File: config.mk
export PLATFORM = sky130hd
export DESIGN_NAME = audio_word_rx
export DESIGN_NICKNAME = d
export VERILOG_FILES = /design/src/rtl/awr_pkg.sv /design/src/rtl/awr_frame_det.sv /design/src/rtl/awr_msb_asm.sv /design/src/rtl/awr_lsb_asm.sv /design/src/rtl/audio_word_rx.sv
export SDC_FILE = /design/constraint.sdc
export NUM_CORES = 1
export LEC_CHECK = 0
export BUFFER_PORTS_ARGS = -buffer_cell sky130_fd_sc_hd__clkbuf_2
export CORE_UTILIZATION = 60
export CTS_CLUSTER_DIAMETER = 80
export DETAILED_ROUTE_END_ITERATION = 7
export PLACE_DENSITY = 0.86
export SYNTH_ARGS = -nofsm -noshare
export SYNTH_HDL_FRONTEND = slang
export SYNTH_SLANG_ARGS = --single-unit
File: constraint.sdc
create_clock -name clk -period 7.15 [get_ports clk]
set_clock_uncertainty 0.1 [all_clocks]
set_input_delay 1.43 -clock clk [delete_from_list [all_inputs] [get_ports clk]]
set_output_delay 1.43 -clock clk [all_outputs]
set_load 0.05 [all_outputs]
File: src/rtl/awr_pkg.sv
package awr_pkg;

  typedef enum logic [1:0] {
    FMT_DELAYED  = 2'b00,
    FMT_LEFT     = 2'b01,
    FMT_RIGHT    = 2'b10,
    FMT_LEFT_ALT = 2'b11
  } fmt_e;

  localparam logic [1:0] WL_16    = 2'b00;
  localparam logic [1:0] WL_20    = 2'b01;
  localparam logic [1:0] WL_24    = 2'b10;
  localparam logic [1:0] WL_32    = 2'b11;
  localparam logic [1:0] WL_RESET = WL_24;

  localparam int LEN_W = 6;

  // Number of bits of the incoming word that reach the output window.
  function automatic logic [LEN_W-1:0] eff_len(input logic [1:0] wl, input logic [1:0] fmt);
    logic [LEN_W-1:0] n;
    case (wl)
      WL_16:   n = 6'd16;
      WL_20:   n = 6'd20;
      WL_24:   n = 6'd24;
      default: n = (fmt == FMT_RIGHT) ? 6'd24 : 6'd32;
    endcase
    return n;
  endfunction

  // MSB arrives one bit clock after the framing change.
  function automatic logic msb_late(input logic [1:0] fmt);
    return fmt == FMT_DELAYED;
  endfunction

endpackage

File: src/rtl/awr_frame_det.sv
module awr_frame_det
  import awr_pkg::*;
#(
  parameter int CNT_W = 6
) (
  input  logic             clk,
  input  logic             rst_n,
  input  logic             lrclk_i,
  input  logic [1:0]       fmt_i,
  input  logic [1:0]       wlen_i,
  output logic             boundary_o,
  output logic             emit_o,
  output logic             prev_lr_o,
  output logic [CNT_W-1:0] idx_o,
  output logic [1:0]       fmt_q_o,
  output logic [CNT_W-1:0] len_q_o
);

  localparam logic [CNT_W-1:0] IDX_MAX   = '1;
  localparam logic [CNT_W-1:0] LEN_RESET = CNT_W'(eff_len(WL_RESET, FMT_DELAYED));

  logic             seen_q, seen_d;
  logic             lr_q, lr_d;
  logic             primed_q, primed_d;
  logic [CNT_W-1:0] idx_q, idx_d;
  logic [1:0]       fmt_q, fmt_d;
  logic [CNT_W-1:0] len_q, len_d;
  logic             boundary;

  always_comb begin
    boundary = seen_q & (lrclk_i ^ lr_q);
    seen_d   = 1'b1;
    lr_d     = lrclk_i;
    primed_d = primed_q | boundary;
    if (boundary)
      idx_d = CNT_W'(1);
    else if (idx_q == IDX_MAX)
      idx_d = idx_q;
    else
      idx_d = idx_q + 1'b1;
    fmt_d = fmt_i;
    len_d = CNT_W'(eff_len(wlen_i, fmt_i));
  end

  always_ff @(posedge clk or negedge rst_n) begin
    if (!rst_n) begin
      seen_q   <= 1'b0;
      lr_q     <= 1'b0;
      primed_q <= 1'b0;
      idx_q    <= '0;
    end else begin
      seen_q   <= seen_d;
      lr_q     <= lr_d;
      primed_q <= primed_d;
      idx_q    <= idx_d;
    end
  end

  // Configuration is taken once per phase, at its opening boundary.
  always_ff @(posedge clk or negedge rst_n) begin
    if (!rst_n) begin
      fmt_q <= FMT_DELAYED;
      len_q <= LEN_RESET;
    end else if (boundary) begin
      fmt_q <= fmt_d;
      len_q <= len_d;
    end
  end

  assign boundary_o = boundary;
  assign emit_o     = boundary & primed_q;
  assign prev_lr_o  = lr_q;
  assign idx_o      = idx_q;
  assign fmt_q_o    = fmt_q;
  assign len_q_o    = len_q;

endmodule

File: src/rtl/awr_msb_asm.sv
module awr_msb_asm
  import awr_pkg::*;
#(
  parameter int W     = 24,
  parameter int CNT_W = 6
) (
  input  logic             clk,
  input  logic             rst_n,
  input  logic             boundary_i,
  input  logic             sdata_i,
  input  logic [1:0]       fmt_new_i,
  input  logic [1:0]       fmt_q_i,
  input  logic [CNT_W-1:0] idx_i,
  input  logic [CNT_W-1:0] len_i,
  output logic [W-1:0]     word_o
);

  localparam logic [CNT_W-1:0] WIN = CNT_W'(W);

  logic [W-1:0]     acc_q, acc_d;
  logic [CNT_W-1:0] delay;
  logic [CNT_W-1:0] pos;
  logic             take;
  logic             load;

  always_comb begin
    delay = CNT_W'(msb_late(fmt_q_i));
    pos   = idx_i - delay;
    take  = !boundary_i && (idx_i >= delay) && (pos < len_i) && (pos < WIN);
    load  = boundary_i | take;
    acc_d = acc_q;
    if (boundary_i) begin
      acc_d        = '0;
      acc_d[W-1]   = sdata_i & ~msb_late(fmt_new_i);
    end else if (take) begin
      for (int i = 0; i < W; i++) begin
        if (pos == CNT_W'(i)) acc_d[W-1-i] = sdata_i;
      end
    end
  end

  always_ff @(posedge clk or negedge rst_n) begin
    if (!rst_n)
      acc_q <= '0;
    else if (load)
      acc_q <= acc_d;
  end

  assign word_o = acc_q;

endmodule

File: src/rtl/awr_lsb_asm.sv
module awr_lsb_asm #(
  parameter int W     = 24,
  parameter int CNT_W = 6
) (
  input  logic             clk,
  input  logic             rst_n,
  input  logic             sdata_i,
  input  logic [CNT_W-1:0] len_i,
  output logic [W-1:0]     word_o
);

  localparam logic [CNT_W-1:0] WIN = CNT_W'(W);

  logic [W-1:0]     sr_q, sr_d;
  logic [CNT_W-1:0] shamt;

  always_comb begin
    sr_d  = {sr_q[W-2:0], sdata_i};
    shamt = (len_i >= WIN) ? '0 : (WIN - len_i);
  end

  always_ff @(posedge clk or negedge rst_n) begin
    if (!rst_n)
      sr_q <= '0;
    else
      sr_q <= sr_d;
  end

  // Holds the bits up to the one sampled just before the current edge.
  assign word_o = sr_q << shamt;

endmodule

File: src/rtl/audio_word_rx.sv
module audio_word_rx
  import awr_pkg::*;
#(
  parameter int SAMPLE_W = 24,
  parameter int CNT_W    = 6
) (
  input  logic                clk,
  input  logic                rst_n,
  input  logic                lrclk_i,
  input  logic                sdata_i,
  input  logic [1:0]          wlen_i,
  input  logic [1:0]          fmt_i,
  output logic [SAMPLE_W-1:0] sample_o,
  output logic                valid_o,
  output logic                chan_o
);

  logic             boundary;
  logic             emit;
  logic             prev_lr;
  logic [CNT_W-1:0] bit_idx;
  logic [1:0]       cur_fmt;
  logic [CNT_W-1:0] cur_len;
  logic [SAMPLE_W-1:0] msb_word, lsb_word, word_sel;

  awr_frame_det #(.CNT_W(CNT_W)) u_frame (
    .clk        (clk),
    .rst_n      (rst_n),
    .lrclk_i    (lrclk_i),
    .fmt_i      (fmt_i),
    .wlen_i     (wlen_i),
    .boundary_o (boundary),
    .emit_o     (emit),
    .prev_lr_o  (prev_lr),
    .idx_o      (bit_idx),
    .fmt_q_o    (cur_fmt),
    .len_q_o    (cur_len)
  );

  awr_msb_asm #(.W(SAMPLE_W), .CNT_W(CNT_W)) u_msb (
    .clk        (clk),
    .rst_n      (rst_n),
    .boundary_i (boundary),
    .sdata_i    (sdata_i),
    .fmt_new_i  (fmt_i),
    .fmt_q_i    (cur_fmt),
    .idx_i      (bit_idx),
    .len_i      (cur_len),
    .word_o     (msb_word)
  );

  awr_lsb_asm #(.W(SAMPLE_W), .CNT_W(CNT_W)) u_lsb (
    .clk     (clk),
    .rst_n   (rst_n),
    .sdata_i (sdata_i),
    .len_i   (cur_len),
    .word_o  (lsb_word)
  );

  logic [SAMPLE_W-1:0] sample_q, sample_d;
  logic                valid_q, valid_d;
  logic                chan_q, chan_d;

  always_comb begin
    word_sel = (cur_fmt == FMT_RIGHT) ? lsb_word : msb_word;
    valid_d  = emit;
    sample_d = word_sel;
    chan_d   = prev_lr;
  end

  always_ff @(posedge clk or negedge rst_n) begin
    if (!rst_n)
      valid_q <= 1'b0;
    else
      valid_q <= valid_d;
  end

  always_ff @(posedge clk or negedge rst_n) begin
    if (!rst_n) begin
      sample_q <= '0;
      chan_q   <= 1'b0;
    end else if (emit) begin
      sample_q <= sample_d;
      chan_q   <= chan_d;
    end
  end

  assign sample_o = sample_q;
  assign valid_o  = valid_q;
  assign chan_o   = chan_q;

endmodule

Word-level counts from Yosys, hierarchy flattened
Index checks and enable logic that the tools add are counted.

word-level totals
  register bits after elaboration = 91
  input port bits = 8
  output and inout port bits = 26
  word-level logic and storage cells = 167

operators by class
  add/subtract/negate cells = 3
  $lt $le $gt $ge = 4
  equal/unequal tests = 29
  shift-type cells = 1
  mux-type cells = 32
  bitwise gates (word level) = 7
  reduce and logical (&&, ||, !) cells = 57

operators by type and width
  kind                                                                          count
  24-bit two-way mux                                                            3
  3-bit AND reduction                                                           24
  2-bit nonzero test                                                            25
  6-bit by 4-bit equality test with 1-bit output, second input constant         8
  6-bit by 5-bit equality test with 1-bit output, second input constant         8
  6-bit by 3-bit equality test with 1-bit output, second input constant         4
  1-bit two-way mux                                                             24
  6-bit two-way mux                                                             4
  24-bit by 6-bit << shifter with 24-bit output                                 1
  6-bit one-hot mux with 3 select lines                                         1
  6-bit by 2-bit equality test with 1-bit output, second input constant         2
  6-bit by 1-bit adder with 6-bit output, second input constant                 1
  2-bit equality test, second input constant                                    3
  6-bit by 1-bit equality test with 1-bit output, second input constant         1
  6-bit equality test, second input constant                                    1
  6-bit by 1-bit >= comparator with 1-bit output                                1
  6-bit by 5-bit >= comparator with 1-bit output, second input constant         1
  2-bit zero test                                                               3
  6-bit zero test                                                               1
  6-bit by 5-bit less-than comparator with 1-bit output, second input constant  1
  6-bit less-than comparator                                                    1
  5-bit by 6-bit subtractor with 6-bit output, first input constant             1
  6-bit by 1-bit subtractor with 6-bit output                                   1
  1-bit bitwise AND                                                             3
  other kinds (7)                                                               10

Logic depth before layout (Yosys ltp)
  depth after elaboration = 8
  gate-level depth with buffers = 12
  mapped depth without buffers = 11

Hierarchy
A second synthesis with hierarchy kept.

second synthesis, totals
  cell total of the unflattened synthesis = 646
  area, all modules = 6102.1 µm²

modules (own cells, without submodules)
  module         times used  cells each  area an instance (µm²)  sequential area each (µm²)
  awr_lsb_asm    1           291         2317.2                  600.6
  awr_msb_asm    1           157         1586.5                  600.6
  audio_word_rx  1           140         1511.4                  650.6
  awr_frame_det  1           58          686.9                   377.9

Worst setup path before layout
No wires, ideal clock.

  path kind = in2reg
  start point = in lrclk_i
  end point = reg sample_q[16] (netlist: sample_o[16])
  setup time = 82 ps
  data arrival time = 2533 ps
  path slack = 4435 ps
  cell stages on the path = 5
  buffers on the path = 0
  cell sequence = xor2_1 -> nand3_1 -> nor4_1 -> a21oi_1 -> o22ai_1

between the ends
  word-level cells in the longest chain between the ends = 3

ends and longest elaborated chain
  item                    RTL line             text
  start: declaration      audio_word_rx.sv:9   input logic lrclk_i,
  1-bit XOR               awr_frame_det.sv:31  boundary = seen_q & (lrclk_i ^ lr_q);
  1-bit bitwise AND       awr_frame_det.sv:31
  1-bit bitwise AND       awr_frame_det.sv:71  assign emit_o = boundary & primed_q;
  end signal: assignment  audio_word_rx.sv:83  sample_q <= sample_d;
  end: declaration        audio_word_rx.sv:60  logic [SAMPLE_W-1:0] sample_q, sample_d;

Every way passes these cells.
A chain may end at the register's enable or synchronous reset.

Final worst setup path
  start point = in lrclk_i
  end point = reg sample_q[23] (netlist: sample_o[23])

The elaborated chain is that of the path after synthesis.

==> results.sh <==
export IMPL_status="finished, final reports clean"
export IMPL_clock_latency_ns=0.37
export IMPL_synth_seq_cells=89
export IMPL_worstPathArrival_ns=4.09
export IMPL_port_buffers=33
export IMPL_place_area_mm2=0.004826
export IMPL_wl_per_cell_um=19.18
export IMPL_drcViolationCount=0
export IMPL_synthFlopType="dfrtp_1"
export IMPL_core_mm2=0.007370
export IMPL_synth_cells=477
export IMPL_final_hold_viol_count=0
export IMPL_reg2reg_depth=11
export IMPL_hpwl_um=8017
export IMPL_setup_tns_ns=0
export IMPL_track_usage=0.3037
export IMPL_cts_made_buffers=9
export IMPL_vias=3912
export IMPL_synth_warnings=0
export IMPL_detailedRoute_firstPassIterationCount=5
export IMPL_finalMaxSlewViolations=0
export IMPL_synthDistinctLibCells=60
export IMPL_reg2reg_slack_ns=3.91
export IMPL_holdCritStartpoint="u_lsb.sr_q[22]"
export IMPL_cp_slowest_cell="inv_1"
export IMPL_hold_end="u_lsb.sr_q[23]"
export IMPL_clkSlewWorstSetupHoldPaths_ns=0.09
export IMPL_period_share=0.5428
export IMPL_rsz0062_at_grt="false"
export IMPL_hp_class="flop to flop"
export IMPL_initial_utilization=0.6301
export IMPL_clock_sinks=89
export IMPL_die_area_mm2=0.008095
export IMPL_final_util=0.6815
export IMPL_cts_tree="yes"
export IMPL_peakVddDrop_v=0.0002114
export IMPL_whs_path_depth=0
export IMPL_end_kind="flop"
export IMPL_crit_top_cell="nand3_1"
export IMPL_cts_buffer_depth=2
export IMPL_via_per_inst=6.564
export IMPL_reg2reg_to="u_msb.word_o[23]"
export IMPL_setup_violations=0
export IMPL_ant_nets=0
export IMPL_critPathBufInv=2
export IMPL_r2r_start="u_frame.fmt_q_o[1]"
export IMPL_power_density_mw_per_mm2=364.1
export IMPL_cp_start_kind="primary input"
export IMPL_cts_hold_buffers=0
export IMPL_dieWidth_um=89.97
export IMPL_placement_rows=31
export IMPL_multi_input_area_mm2=0.002252
export IMPL_seq_area_frac_synth=0.4802
export IMPL_final_seq_area_mm2=0.002230
export IMPL_hold_ws_ns=0.2823
export IMPL_path_class="primary input to flop"
export IMPL_initialDrtViolationCount=327
export IMPL_crit_family="buffers and inverters"
export IMPL_antenna_found_initial=0
export IMPL_overflow=0
export IMPL_cts_setup_buffers=0
export IMPL_synth_net_count=492
export IMPL_path_cells="clkbuf_2 > xor2_1 > nand3_1 > inv_1 > nand3_1 > a31oi_1 > a221o_1"
export IMPL_gp_congestion=0.9498
export IMPL_finish_instance_area_mm2=0.005022
export IMPL_cts_resized=0
export IMPL_drive_gt1_frac=0.1489
export IMPL_max_stage_delay_ns=0.97
export IMPL_ios=34
export IMPL_p_leak_nw=2.262
export IMPL_grt_pass1_wl_um=19260
export IMPL_avgSynthCellArea_um2=9.734
export IMPL_period_minus_slack_ns=3.881
export IMPL_num_antenna_cells=0
export IMPL_synth_edf_count=0
export IMPL_wirelength_um=11430
export IMPL_required_ns=7.36
export IMPL_max_slew_margin=0.2773
export IMPL_fp_dieH_um=89.97
export IMPL_cap_violations=0
export IMPL_worst_slew_pin_slew_ns=1.084
export IMPL_synth_area_mm2=0.004643
export IMPL_fill_cells=586
export IMPL_crit_fanout=31
export IMPL_max_freq_mhz=257.7
export IMPL_cts_root_buf="clkbuf_8"
export IMPL_nNetsFinal=507
export IMPL_htreeDepth=3
export IMPL_areaGrowthSynthToFinish_pct=8.165
export IMPL_async_reset_ff_frac=1.000
export IMPL_grt_max_degree=90
export IMPL_grt_pass1_vias=3794
[layout by cell type, fill, tap and decap left out, types with 4 or more instances in the layout]
| master | instances |
|---|---|
| nand2_1 | 57 |
| nand4_1 | 5 |
| or2_2 | 6 |
| clkbuf_8 | 9 |
| nor2b_1 | 6 |
| ha_1 | 7 |
| mux2i_1 | 32 |
| a221oi_1 | 8 |
| dfrtp_1 | 87 |
| o311ai_0 | 4 |
| nor2_1 | 45 |
| nor4_1 | 4 |
| a32o_1 | 8 |
| nand3_1 | 21 |
| a21oi_1 | 26 |
| a31oi_1 | 5 |
| nand2b_1 | 10 |
| a211o_1 | 4 |
| and3_1 | 6 |
| clkbuf_2 | 32 |
| o41ai_1 | 6 |
| o22ai_1 | 4 |
| o22a_1 | 4 |
| a32oi_1 | 4 |
| mux2_2 | 5 |
| o2111ai_1 | 9 |
| o21ai_0 | 16 |
| inv_1 | 8 |
| or3_1 | 5 |
| buf_4 | 4 |
[layout make-up]
class	count	area share
multi-input cells	348	0.4484
flip-flops and latches	89	0.4439
repair buffers	36	0.03787
clock buffers	9	0.02466
well taps	99	0.02466
clock inverters	7	0.01445
inverters	8	0.005979
[worst reg2reg max path, cell delays in order (launching register included)]
cell	delay (ns)
dfrtp_1	0.41
nor2_1	0.14
ha_1	0.22
nor3b_4	0.28
xnor2_1	0.21
inv_1	0.08
ha_1	0.29
nor2b_1	0.14
o21bai_1	0.20
o2111ai_2	0.36
or3_1	0.46
a32o_1	0.26
[sequential cells by signal, summed over array words and instances, names as in the netlist, 2 cells and up]
register	flops
u_frame.len_q_o	4
u_frame.fmt_q_o	2
sample_o	24
u_lsb.sr_q	24
u_msb.word_o	24
u_frame.idx_o	6
[logic make-up (layout without fill, tap and decap cells)]
group | after synthesis | count (layout) | share of synthesized area
compound gates | 116 | 116 | 0.1819
xor+xnor | 5 | 5 | 0.009433
fa+ha+maj | 7 | 7 | 0.01886
buf+inv | 40 | 60 | 0.03584
flops | 89 | 89 | 0.4802
mux | 38 | 38 | 0.08407
other cells | 1 | 1 | 0.0008076
simple gates | 181 | 181 | 0.1889
[synth_stat cells (2+ instances only)]
cell type	number	share of area
nor3_1	4	0.0043
dfstp_2	2	0.011
nand2_1	57	0.046
nor3b_1	2	0.0032
o22ai_1	4	0.0054
o311ai_0	4	0.0075
a32oi_1	4	0.0075
or3_1	5	0.0067
xnor2_1	3	0.0057
or2_2	6	0.0081
nand4_1	5	0.0067
a21oi_1	26	0.028
ha_1	7	0.019
inv_1	8	0.0065
nand3_1	21	0.023
dfrtp_1	87	0.47
nor2b_1	6	0.0081
o2111ai_1	9	0.017
nor4_1	4	0.0054
mux2_2	5	0.012
nor2_1	45	0.036
a221oi_1	8	0.015
o22a_1	4	0.0075
xor2_1	2	0.0038
buf_1	5	0.0040
a211o_1	4	0.0075
a32o_1	8	0.017
and2_1	2	0.0027
o31ai_1	3	0.0049
o21bai_1	2	0.0032
nand2b_1	10	0.013
o41ai_1	6	0.011
a31oi_1	5	0.0067
o21a_1	2	0.0032
o21ai_0	16	0.017
buf_2	6	0.0065
mux2i_1	32	0.069
nand3b_1	3	0.0049
and3_1	6	0.0081
clkbuf_1	18	0.015
buf_4	2	0.0032
[metrics by stage]
| step | instances | total power [mW] | worst slack [ns] |
|---|---|---|---|
| global route | 596 | 1.931 | 2.967 |
| floorplan | 477 | 1.293 | 4.435 |
| finish | 596 | 1.829 | 3.269 |
| global placement | 580 | 1.448 | 3.083 |
| detailed placement | 580 | 1.477 | 2.975 |
| CTS | 596 | 1.818 | 3.346 |
[how the worst max path moves through the flow]
stage                     startpoint      endpoint  slack, ns  cells past startpoint
final                        lrclk_i  sample_o[23]       3.27                      7
after global routing         lrclk_i  sample_o[22]       2.97                      6
after CTS                    lrclk_i  sample_o[23]       3.35                      7
after detailed placement     lrclk_i  sample_o[23]       2.97                      7
after global placement       lrclk_i  sample_o[23]       3.08                      7
after floorplan              lrclk_i  sample_o[16]       4.43                      5
[report_power, final]
part / leakage [nW] / internal (mW) / switching (mW)
Clock: 0.0970 / 0.137 / 0.202
Sequential: 1.11 / 0.600 / 0.103
Combinational: 1.06 / 0.243 / 0.544
Total: 2.26 / 0.980 / 0.849
[per-layer routing]
layer / wire (um) / up-vias / global-route usage
li1: - / 1777 / -
met1: 4786 / 1916 / 0.4011
met2: 5569 / 189 / 0.4885
met3: 803 / 30 / 0.07699
met4: 270 / 0 / 0.1102
met5: 0 / - / 0
Power figures use the tool's default switching activity.
